[config.mk]
export PLATFORM = sky130hd
export DESIGN_NAME = slot_sched_builder
export DESIGN_NICKNAME = d
export VERILOG_FILES = /design/src/rtl/slot_sched_pkg.sv /design/src/rtl/sched_stride.sv /design/src/rtl/sched_rr_pick.sv /design/src/rtl/sched_admit.sv /design/src/rtl/slot_sched_builder.sv
export SDC_FILE = /design/constraint.sdc
export NUM_CORES = 2
export LEC_CHECK = 0
export ABC_AREA = 1
export BUFFER_PORTS_ARGS = -buffer_cell sky130_fd_sc_hd__buf_4
export CAP_MARGIN = 30
export CORE_MARGIN = 2
export CORE_UTILIZATION = 31
export CTS_CLUSTER_DIAMETER = 120
export DETAILED_ROUTE_END_ITERATION = 12
export PLACE_DENSITY_LB_ADDON = 0.05
export SLEW_MARGIN = 10
export SYNTH_ARGS = -nofsm -noshare
export SYNTH_HDL_FRONTEND = slang
export SYNTH_SLANG_ARGS = --single-unit
export TNS_END_PERCENT = 20
[constraint.sdc]
create_clock -name clk -period 163.6 [get_ports clk]
set_input_delay 24.54 -clock clk [delete_from_list [all_inputs] [get_ports clk]]
set_output_delay 24.54 -clock clk [all_outputs]
set_load 0.01 [all_outputs]
[src/rtl/slot_sched_pkg.sv]
package slot_sched_pkg;
    typedef enum logic [1:0] {
        PH_IDLE  = 2'd0,
        PH_PLACE = 2'd1,
        PH_FILL  = 2'd2,
        PH_DONE  = 2'd3
    } phase_e;
endpackage

[src/rtl/sched_stride.sv]
module sched_stride #(
    parameter int NUM_SLOTS = 64,
    parameter int CNT_W     = 7,
    parameter int POS_W     = 7
) (
    input  logic [CNT_W-1:0] req_i,
    output logic [POS_W-1:0] stride_o
);
    logic [POS_W-1:0] quo;

    always_comb begin
        if (req_i == '0) begin
            quo = '0;
        end else begin
            quo = POS_W'(NUM_SLOTS / int'(req_i));
        end
        stride_o = (quo == '0) ? POS_W'(1) : quo;
    end
endmodule

[src/rtl/sched_rr_pick.sv]
module sched_rr_pick #(
    parameter int NUM_CLIENTS = 14,
    parameter int CID_W       = 4
) (
    input  logic [NUM_CLIENTS-1:0] act_i,
    input  logic [CID_W-1:0]       ptr_i,
    output logic [CID_W-1:0]       pick_o,
    output logic [CID_W-1:0]       next_ptr_o
);
    logic found;
    int   idx;

    always_comb begin
        pick_o = ptr_i;
        found  = 1'b0;
        idx    = 0;
        for (int k = 0; k < NUM_CLIENTS; k++) begin
            idx = (int'(ptr_i) + k) % NUM_CLIENTS;
            if (!found && act_i[idx]) begin
                pick_o = CID_W'(idx);
                found  = 1'b1;
            end
        end
        next_ptr_o = (pick_o == CID_W'(NUM_CLIENTS - 1)) ? '0 : pick_o + 1'b1;
    end
endmodule

[src/rtl/sched_admit.sv]
module sched_admit #(
    parameter int NUM_CLIENTS = 14,
    parameter int NUM_SLOTS   = 64,
    parameter int CNT_W       = 7
) (
    input  logic [NUM_CLIENTS*CNT_W-1:0] req_i,
    input  logic [NUM_CLIENTS-1:0]       act_i,
    input  logic [CNT_W-1:0]             new_req_i,
    output logic                         ok_o
);
    localparam int SUM_W = CNT_W + $clog2(NUM_CLIENTS + 2) + 1;

    logic [SUM_W-1:0] total;

    always_comb begin
        total = SUM_W'(new_req_i) + SUM_W'(1);
        for (int c = 0; c < NUM_CLIENTS; c++) begin
            total = total + SUM_W'(req_i[c*CNT_W +: CNT_W]) + SUM_W'(act_i[c]);
        end
        ok_o = (total <= SUM_W'(NUM_SLOTS));
    end
endmodule

[src/rtl/slot_sched_builder.sv]
module slot_sched_builder
    import slot_sched_pkg::*;
#(
    parameter int NUM_CLIENTS = 14,
    parameter int NUM_SLOTS   = 64,
    parameter int NUM_REGIONS = 2,
    parameter int CNT_W       = 7,
    localparam int CID_W      = $clog2(NUM_CLIENTS + 2),
    localparam int SLOT_W     = $clog2(NUM_SLOTS),
    localparam int RGN_W      = (NUM_REGIONS > 1) ? $clog2(NUM_REGIONS) : 1
) (
    input  logic                                     clk,
    input  logic                                     rst_n,
    input  logic                                     start_i,
    input  logic [RGN_W-1:0]                         start_region_i,
    input  logic [NUM_REGIONS*NUM_CLIENTS*CNT_W-1:0] req_i,
    input  logic [NUM_REGIONS*NUM_CLIENTS-1:0]       act_i,
    input  logic [RGN_W-1:0]                         adm_region_i,
    input  logic [CNT_W-1:0]                         adm_req_i,
    output logic                                     adm_ok_o,
    output logic                                     wr_en_o,
    output logic [RGN_W-1:0]                         wr_region_o,
    output logic [SLOT_W-1:0]                        wr_slot_o,
    output logic [CID_W-1:0]                         wr_client_o,
    output logic                                     done_o
);
    localparam int POS_W = SLOT_W + 1;
    localparam int RQ_W  = NUM_CLIENTS * CNT_W;
    localparam logic [CID_W-1:0] EMPTY_ID = CID_W'(NUM_CLIENTS + 1);

    typedef struct packed {
        phase_e                              phase;
        logic [RGN_W-1:0]                    rgn;
        logic [CID_W-1:0]                    cli;
        logic [POS_W-1:0]                    pos;
        logic [CID_W-1:0]                    ptr;
        logic [NUM_SLOTS-1:0]                occ;
        logic [NUM_SLOTS-1:0][CID_W-1:0]     tab;
        logic                                wr_en;
        logic [RGN_W-1:0]                    wr_rgn;
        logic [SLOT_W-1:0]                   wr_slot;
        logic [CID_W-1:0]                    wr_cli;
        logic                                done;
    } state_t;

    state_t st_d, st_q;

    logic [RQ_W-1:0]        bld_req;
    logic [NUM_CLIENTS-1:0] bld_act;
    logic [CNT_W-1:0]       cur_req;
    logic [POS_W-1:0]       stride;
    logic [CID_W-1:0]       pick, next_ptr;
    logic [SLOT_W-1:0]      cur_slot;

    assign bld_req  = req_i[int'(st_q.rgn)*RQ_W +: RQ_W];
    assign bld_act  = act_i[int'(st_q.rgn)*NUM_CLIENTS +: NUM_CLIENTS];
    assign cur_req  = bld_req[int'(st_q.cli)*CNT_W +: CNT_W];
    assign cur_slot = st_q.pos[SLOT_W-1:0];

    sched_stride #(
        .NUM_SLOTS (NUM_SLOTS),
        .CNT_W     (CNT_W),
        .POS_W     (POS_W)
    ) stride_i (
        .req_i    (cur_req),
        .stride_o (stride)
    );

    sched_rr_pick #(
        .NUM_CLIENTS (NUM_CLIENTS),
        .CID_W       (CID_W)
    ) pick_i (
        .act_i      (bld_act),
        .ptr_i      (st_q.ptr),
        .pick_o     (pick),
        .next_ptr_o (next_ptr)
    );

    sched_admit #(
        .NUM_CLIENTS (NUM_CLIENTS),
        .NUM_SLOTS   (NUM_SLOTS),
        .CNT_W       (CNT_W)
    ) admit_i (
        .req_i     (req_i[int'(adm_region_i)*RQ_W +: RQ_W]),
        .act_i     (act_i[int'(adm_region_i)*NUM_CLIENTS +: NUM_CLIENTS]),
        .new_req_i (adm_req_i),
        .ok_o      (adm_ok_o)
    );

    always_comb begin
        st_d       = st_q;
        st_d.wr_en = 1'b0;
        st_d.done  = 1'b0;
        case (st_q.phase)
            PH_IDLE: begin
                if (start_i) begin
                    st_d.phase = PH_PLACE;
                    st_d.rgn   = start_region_i;
                    st_d.cli   = '0;
                    st_d.pos   = '0;
                    st_d.occ   = '0;
                    for (int s = 0; s < NUM_SLOTS; s++) begin
                        st_d.tab[s] = EMPTY_ID;
                    end
                end
            end
            PH_PLACE: begin
                if (cur_req == '0 || st_q.pos >= POS_W'(NUM_SLOTS)) begin
                    st_d.pos = '0;
                    if (st_q.cli == CID_W'(NUM_CLIENTS - 1)) begin
                        st_d.phase = PH_FILL;
                        st_d.ptr   = '0;
                    end else begin
                        st_d.cli = st_q.cli + 1'b1;
                    end
                end else if (st_q.occ[cur_slot]) begin
                    st_d.pos = st_q.pos + 1'b1;
                end else begin
                    st_d.occ[cur_slot] = 1'b1;
                    st_d.tab[cur_slot] = st_q.cli;
                    st_d.pos           = st_q.pos + stride;
                end
            end
            PH_FILL: begin
                st_d.wr_en   = 1'b1;
                st_d.wr_rgn  = st_q.rgn;
                st_d.wr_slot = cur_slot;
                if (st_q.occ[cur_slot]) begin
                    st_d.wr_cli = st_q.tab[cur_slot];
                end else begin
                    st_d.wr_cli        = pick;
                    st_d.tab[cur_slot] = pick;
                    st_d.ptr           = next_ptr;
                end
                if (cur_slot == SLOT_W'(NUM_SLOTS - 1)) begin
                    st_d.phase = PH_DONE;
                end else begin
                    st_d.pos = st_q.pos + 1'b1;
                end
            end
            default: begin
                st_d.done  = 1'b1;
                st_d.phase = PH_IDLE;
            end
        endcase
    end

    always_ff @(posedge clk or negedge rst_n) begin
        if (!rst_n) begin
            st_q <= '0;
        end else begin
            st_q <= st_d;
        end
    end

    assign wr_en_o     = st_q.wr_en;
    assign wr_region_o = st_q.wr_rgn;
    assign wr_slot_o   = st_q.wr_slot;
    assign wr_client_o = st_q.wr_cli;
    assign done_o      = st_q.done;

    assert_first_write_R6: assert property (@(posedge clk) disable iff (!rst_n)
        $rose(wr_en_o) |-> wr_slot_o == '0);

    assert_slot_step_R6: assert property (@(posedge clk) disable iff (!rst_n)
        (wr_en_o && wr_slot_o != '0) |->
            ($past(wr_en_o) && wr_slot_o == SLOT_W'($past(wr_slot_o) + 1'b1)));

    assert_client_range_R4: assert property (@(posedge clk) disable iff (!rst_n)
        wr_en_o |-> wr_client_o < CID_W'(NUM_CLIENTS));

    assert_done_after_last_R7: assert property (@(posedge clk) disable iff (!rst_n)
        done_o |-> ($past(wr_en_o) && $past(wr_slot_o) == SLOT_W'(NUM_SLOTS - 1) && !wr_en_o));

    assert_done_single_R7: assert property (@(posedge clk) disable iff (!rst_n)
        done_o |=> !done_o);

    assert_region_hold_R10: assert property (@(posedge clk) disable iff (!rst_n)
        (wr_en_o && $past(wr_en_o)) |-> wr_region_o == $past(wr_region_o));

    assert_start_ignored_R8: assert property (@(posedge clk) disable iff (!rst_n)
        (st_q.phase != PH_IDLE && st_q.phase != PH_DONE) |=> $stable(st_q.rgn));
endmodule

Yosys cells after proc, flatten, opt, wreduce, memory -nomap -nowiden
Index checks and enable logic that the tools add are counted.

word-level totals
  input port bits = 236
  flip-flop bits (word level) = 351
  logic and storage cells = 328
  output and inout port bits = 14

cells by class
  magnitude comparators = 18
  shift operators = 5
  add/sub/neg operators = 46
  reduce and logical (&&, ||, !) cells = 42
  bitwise operators = 1
  divide/modulo/power cells = 15
  muxes and demuxes = 107
  equal/unequal tests = 14
  $mul = 5

operators with widths
  cell                                                          count
  2-to-1 mux 320 bit                                            3
  case mux 256 bit (3 select lines)                             1
  bitwise mux 256 bit                                           2
  less-than comparator 32 x 6 -> 1 bit (second input constant)  14
  remainder unit 32 x 5 -> 32 bit (second input constant)       13
  variable part select 196 x 9 -> 98 bit                        2
  2-to-1 mux 256 bit                                            1
  adder 12 x 1 -> 12 bit                                        14
  adder 12 x 7 -> 12 bit                                        14
  case mux 64 bit (2 select lines)                              1
  variable part select 98 x 8 -> 7 bit                          1
  2-to-1 mux 4 bit                                              23
  bitwise OR 64 bit                                             1
  binary-select mux 1 bit (select 4 bit)                        14
  variable part select 28 x 6 -> 14 bit                         2
  2-to-1 mux 1 bit                                              44
  2-to-1 mux 7 bit                                              5
  divider 8 x 8 -> 32 bit (first input constant)                1
  remainder unit 5 x 5 -> 32 bit (second input constant)        1
  adder 4 x 4 -> 5 bit (second input constant)                  6
  binary-select mux 4 bit (select 6 bit)                        1
  demux 4 bit (select 6 bit)                                    1
  case mux 7 bit (3 select lines)                               1
  adder 4 x 3 -> 5 bit (second input constant)                  4
  37 further kinds                                              83

Longest topological paths before layout
  depth after elaboration = 49
  depth in mapped cells = 438
  mapped depth without buffers = 406

Modules after synthesis
From an unflattened synthesis, not the netlist that was laid out.

unflattened totals
  cells, all modules = 10166
  area total of the unflattened synthesis = 62085.8 um2

by module, submodules not included
  module              instances  cells an instance  area each (um2)  sequential area each (um2)
  slot_sched_builder  1          4635               28997.8          8783.4
  sched_stride        1          4372               25618.3          0.0
  sched_rr_pick       1          797                4252.8           0.0
  sched_admit         1          362                3216.8           0.0

Worst setup path after synthesis
OpenSTA, ideal clock, no wires.

  path kind = input port to flip-flop
  start point = input port req_i[8]
  end point = register st_q[343] (netlist name)
  slack = 85956 ps
  required time = 163473 ps
  buffers on the path = 31
  library setup time = 127 ps
  stages on the path = 417
  data arrival time = 77517 ps
  cells stage by stage = inv_1 -> o21ai_1 -> nand2_1 -> nand3_1 -> nand3_1 -> nand2_1 -> nand2_4 -> ha_1 -> xor2_1 -> inv_1 -> nor2_2 -> ha_1 -> nand2_1 -> nor2_1 -> nand2_2 -> nand2_2 -> nand2_1 -> nand2_1 -> (+381 left out) -> nor2_2 -> nand2_1 -> nand2_1 -> nand2_1 -> ha_1 -> inv_1 -> fa_1 -> o21ai_0 -> a21o_1 -> a21oi_1 -> xor2_1 -> inv_1 -> nand2_1 -> nand2_1 -> o21ai_0 -> o21ai_0 -> nand2_1 -> o21ai_0

between the ends
  word-level cells in the longest chain between the ends = 10
  elaborated cells on any way between the ends = 12
  those cells by class = add/sub (1); div (1); shift (2); mux (5); reduce/logical (3)

RTL lines
  item                                                        line                                                               RTL
  from (decl)                                                 slot_sched_builder.sv:16                                           input logic [NUM_REGIONS*NUM_CLIENTS*CNT_W-1:0] req_i,
  variable part select 196 x 9 -> 98 bit (*)                  slot_sched_builder.sv:55                                           assign bld_req = req_i[int'(st_q.rgn)*RQ_W +: RQ_W];
  variable part select 98 x 8 -> 7 bit (*)                    slot_sched_builder.sv:57                                           assign cur_req = bld_req[int'(st_q.cli)*CNT_W +: CNT_W];
  divider 8 x 8 -> 32 bit or zero test 7 bit (tied branches)  sched_stride.sv:15, sched_stride.sv:12, slot_sched_builder.sv:108
  2-to-1 mux 7 bit                                            sched_stride.sv:12                                                 if (req_i == '0) begin
  zero test 7 bit                                             sched_stride.sv:17                                                 stride_o = (quo == '0) ? POS_W'(1) : quo;
  2-to-1 mux 7 bit                                            sched_stride.sv:17
  adder 7 bit                                                 slot_sched_builder.sv:121                                          st_d.pos = st_q.pos + stride;
  2-to-1 mux 7 bit                                            slot_sched_builder.sv:116                                          end else if (st_q.occ[cur_slot]) begin
  2-to-1 mux 7 bit (*)                                        slot_sched_builder.sv:108                                          if (cur_req == '0 || st_q.pos >= POS_W'(NUM_SLOTS)) begin
  case mux 7 bit (3 select lines) (*)                         slot_sched_builder.sv:94                                           case (st_q.phase)
  to (signal assigned)                                        slot_sched_builder.sv:152                                          st_q <= st_d;
  to (decl)                                                   slot_sched_builder.sv:46                                           state_t st_d, st_q;

Every way passes the cells marked *; elsewhere a longest branch is shown, timed or not.
A chain may end at the register's enable or synchronous reset.

Final worst setup path
  start point = input port req_i[106]
  end point = register st_q[343] (netlist name)

Same word-level chain as after synthesis.

==> impl_summary.txt <==
----------------------------------------------------
[Route]
  Per-cell via count in the routed design ... 5.259
  WL per Instance ... 20.01 um
  Routed wire length ... 226,300 um
  Length of the first detailed-routing pass in iterations ... 6
  Final antenna-violating net count ... 0
  Number of vias in the routed layout ... 59.47k
  Drt initial violations ... 3,885
  Number of remaining DRC errors ... 0

[Layout]
  FILL cells ... 20.61k
  Final net count ... 9,355
  Layout overhead on the synthesized area ... 7.891%
  Layout cell share with drive strength beyond 1 ... 0.1717

[Setup path]
  Critical path endpoint category ... flop
  Buf/Inv on CP ... 51
  Max incr delay on CP ... 0.66 ns
  Most frequent CP cell ... nand2_1
  Register-to-register path setup slack ... 98.73 ns
  Cell type of the slowest stage on the worst timing path ... a21oi_1
  Required time reported for the critical path endpoint ... 164.08 ns
  Crit path DAT ... 87.64 ns
  Top fanout value on the critical path ... 41
  Class of the most critical setup path ... primary input to flop
  Top delay family on crit path ... simple AND/OR/NAND/NOR gates
  CP Launch Type ... primary input

[Clocking]
  Max H-tree Level ... 2
  Source-to-sink clock delay at the later pin of the worst-skew pair ... 0.61 ns
  Setup Buffers After CTS ... 0
  Count of hold buffers inserted by post-cts repair ... 0
  Root Buffer ... clkbuf_16
  CTS tree ... built
  Maximum root-to-sink buffer count ... 3
  Total clock buffers created by CTS ... 45
  Reg clk slew, reported paths ... 0.06 ns
  CTS Sinks ... 351
  Number of gates given a new drive strength after cts ... 0

[Floorplan]
  Height of the die ... 438.7 um
  Die area ... 192,500 um^2
  Initial Utilization ... 0.3120
  # rows ... 159
  Die Span X ... 438.7 um
  I/O Pins ... 250
  Core area ... 187,800 um^2

[Logic synthesis]
  Post-Syn Nets ... 9,400
  Portion of the post-synthesis area used by sequential elements ... 0.1499
  Prevailing post-synth register cell ... dfrtp_1
  Total standard cell area after synthesis ... 58,590 um^2
  Cell types with the highest counts after synthesis ... nand2_1 (1,892), inv_1 (1,271), nor2_1 (597)
  Largest area contributor in the netlist ... dfrtp_1
  Post-synth EDFFs ... 0
  Most area-consuming cells after synthesis ... dfrtp_1 (15%), nand2_1 (12%), inv_1 (8.1%)
  Flop and latch count out of synthesis ... 351
  Synth cell types ... 101
  Yosys top cell area share ... 0.1499
  Average instance area after synthesis ... 6.641 um^2
  Most numerous cell in the Yosys netlist ... nand2_1
  Number of warnings printed during yosys synthesis ... 0
  Proportion of synthesized flip-flops having asynchronous set or reset ... 1.000
  Cells after synthesis ... 8,822

[Placed design]
  Hpwl dp ... 169,000 um
  Port buffer count ... 249
  Final weighted congestion in routability-driven placement ... 0.8786

[Global routing]
  Vias in the first global route ... 57.76k
  GRT Resource Usage Total ... 0.2287
  Initial antenna violation count ... 6
  Pin count of the biggest net entering global routing ... 177
  Total congestion overflow ... 0
  Wire length of the first global-routing pass ... 350,300 um

[Timing]
  Setup violators final ... 0
  Number of pins with negative max-slew slack in the final report ... 0
  Final Cycle Share ... 0.5327
  Worst Skew ... 0.02268 ns
  Hold violation total from the final report ... 0
  Setup Total Neg Slack ... 0 ns
  Worst max-slew margin expressed relative to the limit ... 0.2887
  Maximum frequency from static timing analysis ... 0.01147 GHz
  Unrepaired setup endpoints after global routing ... no
  Time the final worst path needs with I/O delays and setup ... 87.16 ns
  Transition time at the pin with the least slew margin ... 1.067 ns

[Outcome]
  Run status ... completed

[Run]
  Max-cap violation count ... 0

[Min path]
  Type of the most critical hold path ... flop to flop

----------------------------------------------------
-- routing by layer --
layer	global-route usage	routed length (um)	vias to the layer above
met5	0	0	-
met4	0.05454	5445	0
met3	0.01186	6633	238
met2	0.4082	112400	1147
met1	0.3004	101900	28540
li1	-	-	29550
-- worst reg2reg max path: cells and delay by family, from the launching register on --
kind	cells	cell delay, ns
simple gates	197	26.74
compound gates	99	18.39
fa+ha+maj	32	10.99
buf+inv	51	7.57
flops	1	0.92
xor+xnor	1	0.13
-- metrics by stage --
stage	util	std cells	cell area, um^2	hold WS [ns]	setup slack, ns
finish	0.3366	11310	63210	0.4850	76.44
floorplan	-	8822	58590	0.4542	85.96
detailed placement	0.3281	11220	61620	0.4781	75.51
global route	0.3366	11310	63210	0.5236	68.62
global placement	0.3279	11220	61570	0.4712	76.62
CTS	0.3360	11300	63100	0.4933	76.02
-- state kept, by name, indices dropped and copies added, names as in the netlist --
register and flops:
wr_client_o 4, wr_en_o 1, done_o 1, wr_region_o 1, st_q 332, wr_slot_o 6
cur_slot 6
-- path summary, 6_finish.rpt --
path / startpoint / end / cells past startpoint
worst min-delay path: wr_region_o$_DFFE_PN0P_ / wr_region_o$_DFFE_PN0P_ / 2
min in group asynchronous: rst_n / st_q[68]$_DFFE_PN0P_ / 1
worst max register to register: st_q[348]$_DFFE_PN0P_ / st_q[343]$_DFFE_PN0P_ / 380
worst min register to register: wr_region_o$_DFFE_PN0P_ / wr_region_o$_DFFE_PN0P_ / 2
max in group asynchronous: rst_n / st_q[347]$_DFFE_PN0P_ / 5
worst max-delay path: req_i[106] / st_q[343]$_DFFE_PN0P_ / 381
-- cells in the final DEF (no fill, tap or decap), types with 53 or more instances in the layout --
cell      instances
nor2_1          595
nand3_2         116
buf_4           324
nand2_1        1891
fa_1            101
nand4_1         147
dfrtp_1         346
o22ai_1         144
o21ai_0         369
xor2_1          143
nand3_1         468
nor2_2          126
nand2_2         320
a32oi_1         259
nor2_4           85
xnor2_1          91
o21ai_1          53
inv_2            90
o21ai_2          64
inv_1          1260
nand2_4         104
ha_1            239
a21oi_1         285
o211ai_1        559
-- cell type report --
type	count	area, um^2	area share
Multi-Input combinational cell	6617	41530	0.6570
Timing Repair Buffer	336	2639	0.04174
Inverter	1426	5617	0.08885
Tap cell	2495	3122	0.04938
Clock inverter	8	68.82	0.001089
Clock buffer	69	1419	0.02245
Antenna cell	6	15.01	0.0002375
Sequential cell	351	8802	0.1392
-- cells by family after synthesis --
family | count (synthesis) | share of synthesized area
other | 1 | 0.00006400
multiplexers | 29 | 0.005104
buffers and inverters | 1854 | 0.1427
adder cells (fa/ha/maj) | 342 | 0.08598
XOR/XNOR | 242 | 0.03720
AND/OR/NAND/NOR | 4077 | 0.3556
AO/OA/AOI/OAI | 1926 | 0.2235
flip-flops | 351 | 0.1499
Power is not shown: default switching activity piles up to over one toggle a cycle in this logic, so the estimate is an artifact.
